**src/rtl/vq_pkg.sv**
```systemverilog
package vq_pkg;
  localparam logic [31:0] VQ_MAGIC   = 32'h7472_6976;
  localparam logic [31:0] VQ_VERSION = 32'd2;

  localparam int unsigned OFS_MAGIC    = 'h000;
  localparam int unsigned OFS_VER      = 'h004;
  localparam int unsigned OFS_DEVTYPE  = 'h008;
  localparam int unsigned OFS_QSEL     = 'h030;
  localparam int unsigned OFS_QMAX     = 'h034;
  localparam int unsigned OFS_QNUM     = 'h038;
  localparam int unsigned OFS_QRDY     = 'h03c;
  localparam int unsigned OFS_ISTAT    = 'h060;
  localparam int unsigned OFS_IACK     = 'h064;
  localparam int unsigned OFS_DESC_LO  = 'h080;
  localparam int unsigned OFS_DESC_HI  = 'h084;
  localparam int unsigned OFS_AVAIL_LO = 'h090;
  localparam int unsigned OFS_AVAIL_HI = 'h094;
  localparam int unsigned OFS_USED_LO  = 'h0a0;
  localparam int unsigned OFS_USED_HI  = 'h0a4;
  localparam int unsigned OFS_GEN      = 'h0fc;
  localparam int unsigned OFS_CFG      = 'h100;

  // one-hot positions of the six ring-address halves
  typedef enum int unsigned {
    RH_DESC_LO  = 0,
    RH_DESC_HI  = 1,
    RH_AVAIL_LO = 2,
    RH_AVAIL_HI = 3,
    RH_USED_LO  = 4,
    RH_USED_HI  = 5
  } ring_half_e;

  localparam int unsigned RING_HALVES = 6;
endpackage

```
**src/rtl/vq_queue_bank.sv**
```systemverilog
module vq_queue_bank import vq_pkg::*; #(
  parameter int unsigned NUM_Q = 4,
  parameter int unsigned QSZ_W = 9,
  parameter int unsigned IDX_W = 2
) (
  input  logic                   clk,
  input  logic                   rst,
  input  logic [31:0]            sel,
  input  logic                   wr_num,
  input  logic                   wr_rdy,
  input  logic [RING_HALVES-1:0] wr_ring,
  input  logic [31:0]            wdata,
  output logic                   sel_ok,
  output logic                   sel_ready,
  input  logic [IDX_W-1:0]       dev_idx,
  output logic [QSZ_W-1:0]       dev_num,
  output logic                   dev_rdy,
  output logic [63:0]            dev_desc,
  output logic [63:0]            dev_avail,
  output logic [63:0]            dev_used
);
  logic             rdy_a   [NUM_Q];
  logic [QSZ_W-1:0] num_a   [NUM_Q];
  logic [63:0]      desc_a  [NUM_Q];
  logic [63:0]      avail_a [NUM_Q];
  logic [63:0]      used_a  [NUM_Q];

  assign sel_ok = (sel < 32'(NUM_Q));

  for (genvar q = 0; q < NUM_Q; q++) begin : g_q
    logic             rdy_r;
    logic [QSZ_W-1:0] num_r;
    logic [63:0]      desc_r, avail_r, used_r;
    logic             hit;

    assign hit = sel_ok && (sel == 32'(q));

    always_ff @(posedge clk) begin
      if (rst) begin
        rdy_r   <= 1'b0;
        num_r   <= '0;
        desc_r  <= '0;
        avail_r <= '0;
        used_r  <= '0;
      end else if (hit) begin
        if (wr_num) num_r <= wdata[QSZ_W-1:0];
        if (wr_rdy) rdy_r <= wdata[0];
        if (!rdy_r) begin
          if (wr_ring[RH_DESC_LO])  desc_r[31:0]   <= wdata;
          if (wr_ring[RH_DESC_HI])  desc_r[63:32]  <= wdata;
          if (wr_ring[RH_AVAIL_LO]) avail_r[31:0]  <= wdata;
          if (wr_ring[RH_AVAIL_HI]) avail_r[63:32] <= wdata;
          if (wr_ring[RH_USED_LO])  used_r[31:0]   <= wdata;
          if (wr_ring[RH_USED_HI])  used_r[63:32]  <= wdata;
        end
      end
    end

    assign rdy_a[q]   = rdy_r;
    assign num_a[q]   = num_r;
    assign desc_a[q]  = desc_r;
    assign avail_a[q] = avail_r;
    assign used_a[q]  = used_r;
  end

  assign sel_ready = sel_ok ? rdy_a[sel[IDX_W-1:0]] : 1'b0;

  always_ff @(posedge clk) begin
    if (rst || !(32'(dev_idx) < 32'(NUM_Q))) begin
      dev_num   <= '0;
      dev_rdy   <= 1'b0;
      dev_desc  <= '0;
      dev_avail <= '0;
      dev_used  <= '0;
    end else begin
      dev_num   <= num_a[dev_idx];
      dev_rdy   <= rdy_a[dev_idx];
      dev_desc  <= desc_a[dev_idx];
      dev_avail <= avail_a[dev_idx];
      dev_used  <= used_a[dev_idx];
    end
  end
endmodule

```
**src/rtl/vq_cfg_space.sv**
```systemverilog
module vq_cfg_space #(
  parameter int unsigned CFG_WORDS = 4,
  parameter int unsigned CW_W      = 2
) (
  input  logic            clk,
  input  logic            rst,
  input  logic            wr_en,
  input  logic            rd_en,
  input  logic [CW_W-1:0] idx,
  input  logic [3:0]      wstrb,
  input  logic [31:0]     wdata,
  input  logic            evt_cfg,
  output logic [31:0]     rd_word,
  output logic [31:0]     gen
);
  logic [31:0] mem [CFG_WORDS];
  logic        seen_q;
  logic        bump;

  always_ff @(posedge clk) begin
    if (wr_en) begin
      for (int b = 0; b < 4; b++) begin
        if (wstrb[b]) mem[idx][8*b +: 8] <= wdata[8*b +: 8];
      end
    end
  end

  assign rd_word = mem[idx];
  assign bump    = evt_cfg && seen_q;

  always_ff @(posedge clk) begin
    if (rst) begin
      gen    <= '0;
      seen_q <= 1'b0;
    end else begin
      if (bump) gen <= gen + 32'd1;
      seen_q <= (seen_q && !bump) || rd_en;
    end
  end
endmodule

```
**src/rtl/vq_irq.sv**
```systemverilog
module vq_irq (
  input  logic       clk,
  input  logic       rst,
  input  logic       evt_used,
  input  logic       evt_cfg,
  input  logic       ack_en,
  input  logic [1:0] ack_mask,
  output logic [1:0] status,
  output logic       irq
);
  logic [1:0] status_d;

  always_comb begin
    status_d = status;
    if (ack_en) status_d = status_d & ~ack_mask;
    status_d = status_d | {evt_cfg, evt_used};
  end

  always_ff @(posedge clk) begin
    if (rst) begin
      status <= '0;
      irq    <= 1'b0;
    end else begin
      status <= status_d;
      irq    <= |status_d;
    end
  end
endmodule

```
**src/rtl/vq_regbank.sv**
```systemverilog
module vq_regbank import vq_pkg::*; #(
  parameter int unsigned NUM_Q     = 4,
  parameter int unsigned QMAX      = 256,
  parameter int unsigned CFG_BYTES = 16,
  parameter int unsigned ADDR_W    = 12,
  parameter logic [31:0] DEV_TYPE  = 32'd1,
  localparam int unsigned IDX_W     = (NUM_Q > 1) ? $clog2(NUM_Q) : 1,
  localparam int unsigned QSZ_W     = $clog2(QMAX + 1),
  localparam int unsigned CFG_WORDS = CFG_BYTES / 4,
  localparam int unsigned CW_W      = (CFG_WORDS > 1) ? $clog2(CFG_WORDS) : 1
) (
  input  logic              clk,
  input  logic              rst,
  input  logic              bus_wr,
  input  logic              bus_rd,
  input  logic [ADDR_W-1:0] bus_addr,
  input  logic [31:0]       bus_wdata,
  input  logic [3:0]        bus_wstrb,
  output logic [31:0]       bus_rdata,
  input  logic              evt_used,
  input  logic              evt_cfg,
  output logic              irq,
  input  logic [IDX_W-1:0]  dev_qidx,
  output logic [QSZ_W-1:0]  dev_qnum,
  output logic              dev_qready,
  output logic [63:0]       dev_desc,
  output logic [63:0]       dev_avail,
  output logic [63:0]       dev_used
);
  logic [31:0]            qsel_q;
  logic                   in_cfg;
  logic [CW_W-1:0]        cfg_idx;
  logic [RING_HALVES-1:0] ring_hit;
  logic                   sel_ok, sel_ready;
  logic [31:0]            cfg_word, gen_w, rd_mux;
  logic [1:0]             istat;

  function automatic logic at(input logic [ADDR_W-1:0] a, input int unsigned ofs);
    return a == ADDR_W'(ofs);
  endfunction

  assign in_cfg  = (32'(bus_addr) >= OFS_CFG) && (32'(bus_addr) < OFS_CFG + CFG_BYTES);
  assign cfg_idx = CW_W'((32'(bus_addr) - OFS_CFG) >> 2);

  assign ring_hit[RH_DESC_LO]  = at(bus_addr, OFS_DESC_LO);
  assign ring_hit[RH_DESC_HI]  = at(bus_addr, OFS_DESC_HI);
  assign ring_hit[RH_AVAIL_LO] = at(bus_addr, OFS_AVAIL_LO);
  assign ring_hit[RH_AVAIL_HI] = at(bus_addr, OFS_AVAIL_HI);
  assign ring_hit[RH_USED_LO]  = at(bus_addr, OFS_USED_LO);
  assign ring_hit[RH_USED_HI]  = at(bus_addr, OFS_USED_HI);

  always_ff @(posedge clk) begin
    if (rst) qsel_q <= '0;
    else if (bus_wr && at(bus_addr, OFS_QSEL)) qsel_q <= bus_wdata;
  end

  vq_queue_bank #(.NUM_Q(NUM_Q), .QSZ_W(QSZ_W), .IDX_W(IDX_W)) u_bank (
    .clk       (clk),
    .rst       (rst),
    .sel       (qsel_q),
    .wr_num    (bus_wr && at(bus_addr, OFS_QNUM)),
    .wr_rdy    (bus_wr && at(bus_addr, OFS_QRDY)),
    .wr_ring   (bus_wr ? ring_hit : '0),
    .wdata     (bus_wdata),
    .sel_ok    (sel_ok),
    .sel_ready (sel_ready),
    .dev_idx   (dev_qidx),
    .dev_num   (dev_qnum),
    .dev_rdy   (dev_qready),
    .dev_desc  (dev_desc),
    .dev_avail (dev_avail),
    .dev_used  (dev_used)
  );

  vq_cfg_space #(.CFG_WORDS(CFG_WORDS), .CW_W(CW_W)) u_cfg (
    .clk     (clk),
    .rst     (rst),
    .wr_en   (bus_wr && in_cfg),
    .rd_en   (bus_rd && in_cfg),
    .idx     (cfg_idx),
    .wstrb   (bus_wstrb),
    .wdata   (bus_wdata),
    .evt_cfg (evt_cfg),
    .rd_word (cfg_word),
    .gen     (gen_w)
  );

  vq_irq u_irq (
    .clk      (clk),
    .rst      (rst),
    .evt_used (evt_used),
    .evt_cfg  (evt_cfg),
    .ack_en   (bus_wr && at(bus_addr, OFS_IACK)),
    .ack_mask (bus_wdata[1:0]),
    .status   (istat),
    .irq      (irq)
  );

  always_comb begin
    rd_mux = '0;
    if (in_cfg)                          rd_mux = cfg_word;
    else if (at(bus_addr, OFS_MAGIC))    rd_mux = VQ_MAGIC;
    else if (at(bus_addr, OFS_VER))      rd_mux = VQ_VERSION;
    else if (at(bus_addr, OFS_DEVTYPE))  rd_mux = DEV_TYPE;
    else if (at(bus_addr, OFS_QMAX))     rd_mux = sel_ok ? 32'(QMAX) : '0;
    else if (at(bus_addr, OFS_QRDY))     rd_mux = {31'd0, sel_ready};
    else if (at(bus_addr, OFS_ISTAT))    rd_mux = {30'd0, istat};
    else if (at(bus_addr, OFS_GEN))      rd_mux = gen_w;
  end

  always_ff @(posedge clk) begin
    if (rst || !bus_rd) bus_rdata <= '0;
    else                bus_rdata <= rd_mux;
  end
endmodule

```
**config.mk**
```make
export PLATFORM = sky130hd
export DESIGN_NAME = vq_regbank
export DESIGN_NICKNAME = d
export VERILOG_FILES = /design/src/rtl/vq_pkg.sv /design/src/rtl/vq_queue_bank.sv /design/src/rtl/vq_cfg_space.sv /design/src/rtl/vq_irq.sv /design/src/rtl/vq_regbank.sv
export SDC_FILE = /design/constraint.sdc
export NUM_CORES = 2
export LEC_CHECK = 0
export BUFFER_PORTS_ARGS = -buffer_cell sky130_fd_sc_hd__buf_2
export CAP_MARGIN = 20
export CORE_UTILIZATION = 50
export CTS_BUF_LIST = sky130_fd_sc_hd__clkbuf_4
export CTS_CLUSTER_SIZE = 16
export DETAILED_ROUTE_END_ITERATION = 6
export GPL_TIMING_DRIVEN = 1
export MAX_ROUTING_LAYER = met4
export PLACE_DENSITY_LB_ADDON = 0.2
export SYNTH_ARGS = -nofsm -noshare
export SYNTH_HDL_FRONTEND = slang
export SYNTH_SLANG_ARGS = --single-unit
```
**constraint.sdc**
```tcl
create_clock -name clk -period 3.26 [get_ports clk]
set_input_delay 0.652 -clock clk [delete_from_list [all_inputs] [get_ports clk]]
set_output_delay 0.652 -clock clk [all_outputs]
set_load 0.01 [all_outputs]
```
-- After elaboration in Yosys (flattened, before gate mapping)
Memories as Yosys holds them, arrays and structs flattened.
Index checks and enable logic that the tools add are counted.
- memory bits (read-only): 0
- bits in registers: 1110
- latch bits: 0
- memories kept: 1
- memory bits (writable): 128
- word-level logic and storage cells: 172
- output and inout port bits: 235
- memories (memory ; depth ; width ; read ports ; clocked after memory_dff ; wr ports ; RTL line ; source):
    u_cfg.mem ; 4 ; 32 ; 1 ; 0 ; 1 ; vq_cfg_space.sv:16 ; logic [31:0] mem [CFG_WORDS];
- add/sub/neg operators: 2
- bitwise logic cells: 9
- reduce and logical (&&, ||, !) cells: 52
- mux-type cells: 42
- shift-type cells: 0
- multipliers: 0
- eq/ne operators: 18
- divide/modulo/power cells: 0
- magnitude comparators: 5
- operator list (operator ; number):
    $bmux W64 S2 ; 3
    $mux W64 ; 6
    $mux W32 ; 8
    $eq A12 B8 Y1 const B ; 7
    $reduce_and A3 Y1 ; 24
    $eq A32 B2 Y1 const B ; 2
    $eq A12 B6 Y1 const B ; 4
    $add A32 B1 Y32 const B ; 1
    $eq A32 B1 Y1 const B ; 1
    $logic_not A32 Y1 ; 1
    $lt A32 B3 Y1 const B ; 1
    $mux W9 ; 3
    $eq A12 B7 Y1 const B ; 2
    $bmux W9 S2 ; 1
    $mux W1 ; 17
    $reduce_and A2 Y1 ; 8
    $logic_and A1 B1 Y1 ; 13
    $eq A12 B3 Y1 const B ; 1
    $eq A12 B4 Y1 const B ; 1
    $ge A12 B9 Y1 const B ; 1
    $logic_not A12 Y1 ; 1
    $lt A12 B9 Y1 const B ; 1
    $ge A3 B3 Y1 const B ; 2
    $mux W6 ; 1
    11 further kinds ; 18

-- Logic depth before layout (Yosys ltp)
- word-level depth: 11
- gate-level depth with buffers: 9
- gate-level depth less buffers: 6

-- Hierarchy
From an unflattened synthesis, not the netlist that was laid out.
- cells, all modules: 4145
- area total of the unflattened synthesis: 50440.9 um^2
- by module, submodules not included (module ; cells an instance ; area an instance (um^2) ; times used ; seq. area each (um^2)):
    vq_queue_bank ; 3437 ; 41477.3 ; 1 ; 20219.4
    vq_cfg_space ; 374 ; 6242.2 ; 1 ; 4504.3
    vq_regbank ; 324 ; 2607.5 ; 1 ; 1281.2
    vq_irq ; 10 ; 113.9 ; 1 ; 60.1

-- Worst setup path before layout
No wires, ideal clock.
- path type: input-to-reg
- from: input port dev_qidx[1]
- to: register u_bank.dev_desc[12]
- buffers on the path: 3
- required time: 3.132 ns
- path slack: 0.705 ns
- stages: 5
- library setup time: 0.128 ns
- data arrival time: 2.427 ns
- path through: clkbuf_1 > buf_1 > buf_1 > mux4_2 > nor2b_1
- cells in the longest elaborated chain, start to end: 4
- RTL lines (item ; RTL line ; source):
    start, declared ; vq_regbank.sv:23 ; input logic [IDX_W-1:0] dev_qidx,
    $not A2 Y3 (not written as such) ; vq_queue_bank.sv:78 ; dev_desc <= desc_a[dev_idx];
    $bmux W64 S2 ; vq_queue_bank.sv:78 ;
    $mux W64 (not written as such) (2 in a row) ; vq_queue_bank.sv:78 ;
    end signal, assigned ; vq_queue_bank.sv:78 ;
    end, declared ; vq_queue_bank.sv:18 ; output logic [63:0] dev_desc,
No other way between the ends. The select of a mux whose other input is x is not followed.
A chain may end at the register's enable or synchronous reset.

-- Worst setup path in the final report
- from: register qsel_q[2]
- to: register u_bank.g_q[2].desc_r[49]
- cells in the longest elaborated chain, start to end: 3
- elaborated cells on any way between the ends: 4
- RTL lines (item ; RTL line ; source):
    start, declared ; vq_regbank.sv:30 ; logic [31:0] qsel_q;
    start signal, assigned ; vq_regbank.sv:54 ; else if (bus_wr && at(bus_addr, OFS_QSEL)) qsel_q <= bus_wdata;
    $lt A32 B3 Y1 / $eq A32 B2 Y1 (equally long branches) ; vq_queue_bank.sv:28, vq_queue_bank.sv:36 ;
    $logic_and A1 B1 Y1 * ; vq_queue_bank.sv:36 ; assign hit = sel_ok && (sel == 32'(q));
    $reduce_and A3 Y1 (no line) * ; - ;
    end signal, assigned ; vq_queue_bank.sv:50 ; if (wr_ring[RH_DESC_HI]) desc_r[63:32] <= wdata;
    end, declared ; vq_queue_bank.sv:33 ; logic [63:0] desc_r, avail_r, used_r;
Mark *: on every way between the ends. The rest lies on a longest branch, timed or not.

==> out/metrics.cfg <==
[status]
outcome = complete, no violations

[final_layout]
seqCellArea_sq_um = 26100
area_growth_pct = 14.0
drive_gt1_share_pct = 23.5
utilization_pct = 57.9
fill_cells = 8297
multi_input_area_sq_um = 22300
fin_nets = 4898
mostFrequentLayoutCell = dfxtp_1
final_cell_mix = 1110 x dfxtp_1, 585 x nand2b_1, 548 x mux2i_1
final_cells = 6362

[routing]
wl_per_cell_um = 21.8
drt_iter0_drc = 3698
dr.pass1.iters = 6
antenna_left = 0
via_per_inst = 5.72
drt_wl_total_um = 139000
drc = 0
route.vias.total = 36400

[clock_tree]
clock_path_buffers = 4
insertion_delay_ns = 1.18
numCtsBuffers = 331
htreeDepth = 5
cts_tree = built
post_cts_buffers = 0
cts.clk_slew.worst_paths_ns = 0.07
clock-sinks = 1238
cts_root_buf = clkbuf_4

[power]
pwr-share-clk_pct = 44.1
intPower_mw = 22.7
p_seq_share_pct = 51.8
p_sw_share_pct = 23.6
net-switching-power_mw = 7.00
power.leakage_nw = 24.2
irDropWorstVdd_v = 0.000333
power.density_nw_per_um2 = 519
combinationalPowerShare_pct = 4.1

[sta]
fin_skew_ns = 0.0712
slew_violations = 0
setup_violations = 0
post-route-period-util_pct = 90.9
hold_viol_final = 0
maxSlewHeadroom_pct = 32.6
worstMarginPinSlew_ns = 1.01
rsz0062_at_grt = no
setup_tns_ns = 0
period_needed_ns = 2.96
fin_ws_ns = 0.296
max_freq_mhz = 337

[global_route]
grt_pass1_wl_um = 213000
antenna_found_initial = 7
grt_max_degree = 129
grt_usage_pct = 27.8
grt_pass1_vias = 36200
grt_overflow = 0

[die]
die_area_sq_um = 102000
io_pins = 291
core_sq_um = 98900
floorplan.initialDensity_pct = 50.8
fp.dieW_um = 319
die_h_um = 319
rows = 115

[yosys]
syn_area_per_cell_sq_um = 11.1
syn_nets = 4568
syn_inst = 4511
synth_cell_types = 51
synth-main-ff-cell = dfxtp_1
postSynthRegisterBits = 1238
ys_seq_area_share_pct = 51.9
synthArstFlopShare_pct = 0
ys_warn_count = 0
syn_area_sq_um = 50200
synth-edff-count = 128

[place]
dp_cells = 5753
globalplace.congestion = 0.882
io_buffer_count = 290
hpwlAfterDp_um = 81100
place_ws_ns = 0.0623

[min_path]
hold_depth = 2
min-delay-path-class = in2reg

[setup_path]
critical-path-slowest-cell = nor4_2
cp-start-kind = flop
critPathArrivalTime_ns = 3.94
crit_top_cell = nor4_2
critical_path_class = reg2reg
cp-end-kind = flop
crit_chain = nor4_2, nand4_1, nor4_2, nand3_2, buf_12, mux2i_1
critical-path-max-stage-delay_ns = 0.66
path_max_fanout = 32
cp.required_ns = 4.24
rr_worst_depth = 6

[job]
maxCapViolations = 0

==> Yosys cell counts, types with 2 or more instances <==
| cell type | instances | area share (%) |
|---|---|---|
| dfxtp_1 | 1110 | 44 |
| nand2b_1 | 585 | 7.3 |
| mux2i_1 | 548 | 11 |
| clkbuf_1 | 366 | 2.7 |
| a21oi_1 | 317 | 3.2 |
| o21ai_0 | 250 | 2.5 |
| mux4_2 | 235 | 11 |
| nor2b_1 | 209 | 2.6 |
| nand3_1 | 188 | 1.9 |
| edfxtp_1 | 128 | 7.7 |
| nand4_1 | 118 | 1.5 |
| nand2_1 | 104 | 0.78 |
| buf_2 | 79 | 0.79 |
| nor2_1 | 56 | 0.42 |
| o21ai_1 | 30 | 0.30 |
| buf_1 | 27 | 0.20 |
| xnor2_1 | 21 | 0.37 |
| nor4_1 | 17 | 0.21 |
| nor3_1 | 16 | 0.16 |
| a22o_1 | 15 | 0.26 |
| and3_1 | 10 | 0.12 |
| nand3_2 | 10 | 0.20 |
| and4_1 | 8 | 0.14 |
| inv_1 | 8 | 0.060 |
| or3_1 | 7 | 0.087 |
| or4_1 | 7 | 0.10 |
| and2_1 | 5 | 0.062 |
| nor4_2 | 5 | 0.12 |
| xor2_1 | 5 | 0.087 |
| nand3b_1 | 3 | 0.045 |
| nor3_2 | 2 | 0.040 |
| nor3b_1 | 2 | 0.030 |
| or2_2 | 2 | 0.025 |
==> worst max-delay path, delay by kind of cell, from the launching register on <==
family | cells | cell delay, ns
buffers and inverters | 1 | 0.25
DFF | 1 | 0.32
muxes | 1 | 0.16
and+or+nand+nor | 4 | 1.99
==> sequential cells by signal (all words and copies together) (netlist names) <==
register            flops
u_cfg.mem             128
u_bank.dev_used        64
u_bank.dev_rdy          1
u_bank.dev_avail       64
u_cfg.gen              32
qsel_q                 32
u_bank.g_q.desc_r     256
u_irq.irq               1
u_bank.g_q.used_r     256
u_bank.g_q.avail_r    256
u_bank.g_q.num_r       36
u_bank.g_q.rdy_r        4
u_cfg.seen_q            1
u_bank.dev_desc        64
u_bank.dev_num          9
bus_rdata              32
u_irq.status            2
==> repair_timing <==
item | 4_1_cts | 5_1_grt
hold endpoints to repair | 352 | 0
hold buffers | 42 | 0
gates resized for setup | 0 | 0
==> power groups by stage <==
| stage | clock, mW | combinational, mW | sequential (mW) |
|---|---|---|---|
| after global placement | 0 | 1.18 | 15.7 |
| after CTS | 13.5 | 1.22 | 15.4 |
| after global routing | 14.3 | 1.28 | 15.4 |
| after detailed placement | 0 | 1.17 | 15.7 |
| after floorplan | 0 | 0.738 | 15.7 |
| final | 13.1 | 1.23 | 15.4 |
==> area by class of cell <==
class	count	share of cell area, %
flip-flops and latches	1238	45.5
well taps	1287	2.81
multi-input cells	2791	38.9
diodes	13	0.0568
clock inverters	83	0.754
inverters	8	0.0525
clock buffers	471	6.18
repair buffers	471	5.69
==> through the flow <==
step                total power, mW  cell area [sq um]  hold slack (ns)
global route                   30.9              57200           0.0506
detailed placement             16.9              52800            0.443
finish                         29.7              57200            0.118
floorplan                      16.5              50200            0.426
CTS                            30.0              57200         0.000828
global placement               16.9              52800            0.435
==> cells by family after synthesis <==
kind of cell / after synthesis / share of synthesized area [%]
muxes: 783 / 21.5
xor gates and xnor gates: 26 / 0.454
and+or+nand+nor: 1360 / 15.9
adders and majority gates: 1 / 0.0249
buffers and inverters: 482 / 3.82
AOI/OAI and AO/OA: 621 / 6.36
DFF: 1238 / 51.9
==> path summary, 6_finish.rpt <==
kind,startpoint,to,slack [ns]
setup reg to reg,qsel_q[2],u_bank.g_q[2].desc_r[49],0.30
hold reg to reg,qsel_q[23],qsel_q[23],0.45
setup / recovery,qsel_q[2],u_bank.g_q[2].desc_r[49],0.30
hold / removal,bus_wdata[23],u_cfg.mem[1][23],0.12
==> per-layer routing <==
layer  global-route usage, %  vias up  part of all wire [%]
met5                       -        -                     0
met4                    9.95        0                   2.4
met3                    5.17      232                   7.5
met2                    42.1     1430                    46
met1                    37.1    18000                    44
li1                        -    16700                     -
Note: power is estimated with default switching activity, not from simulation.
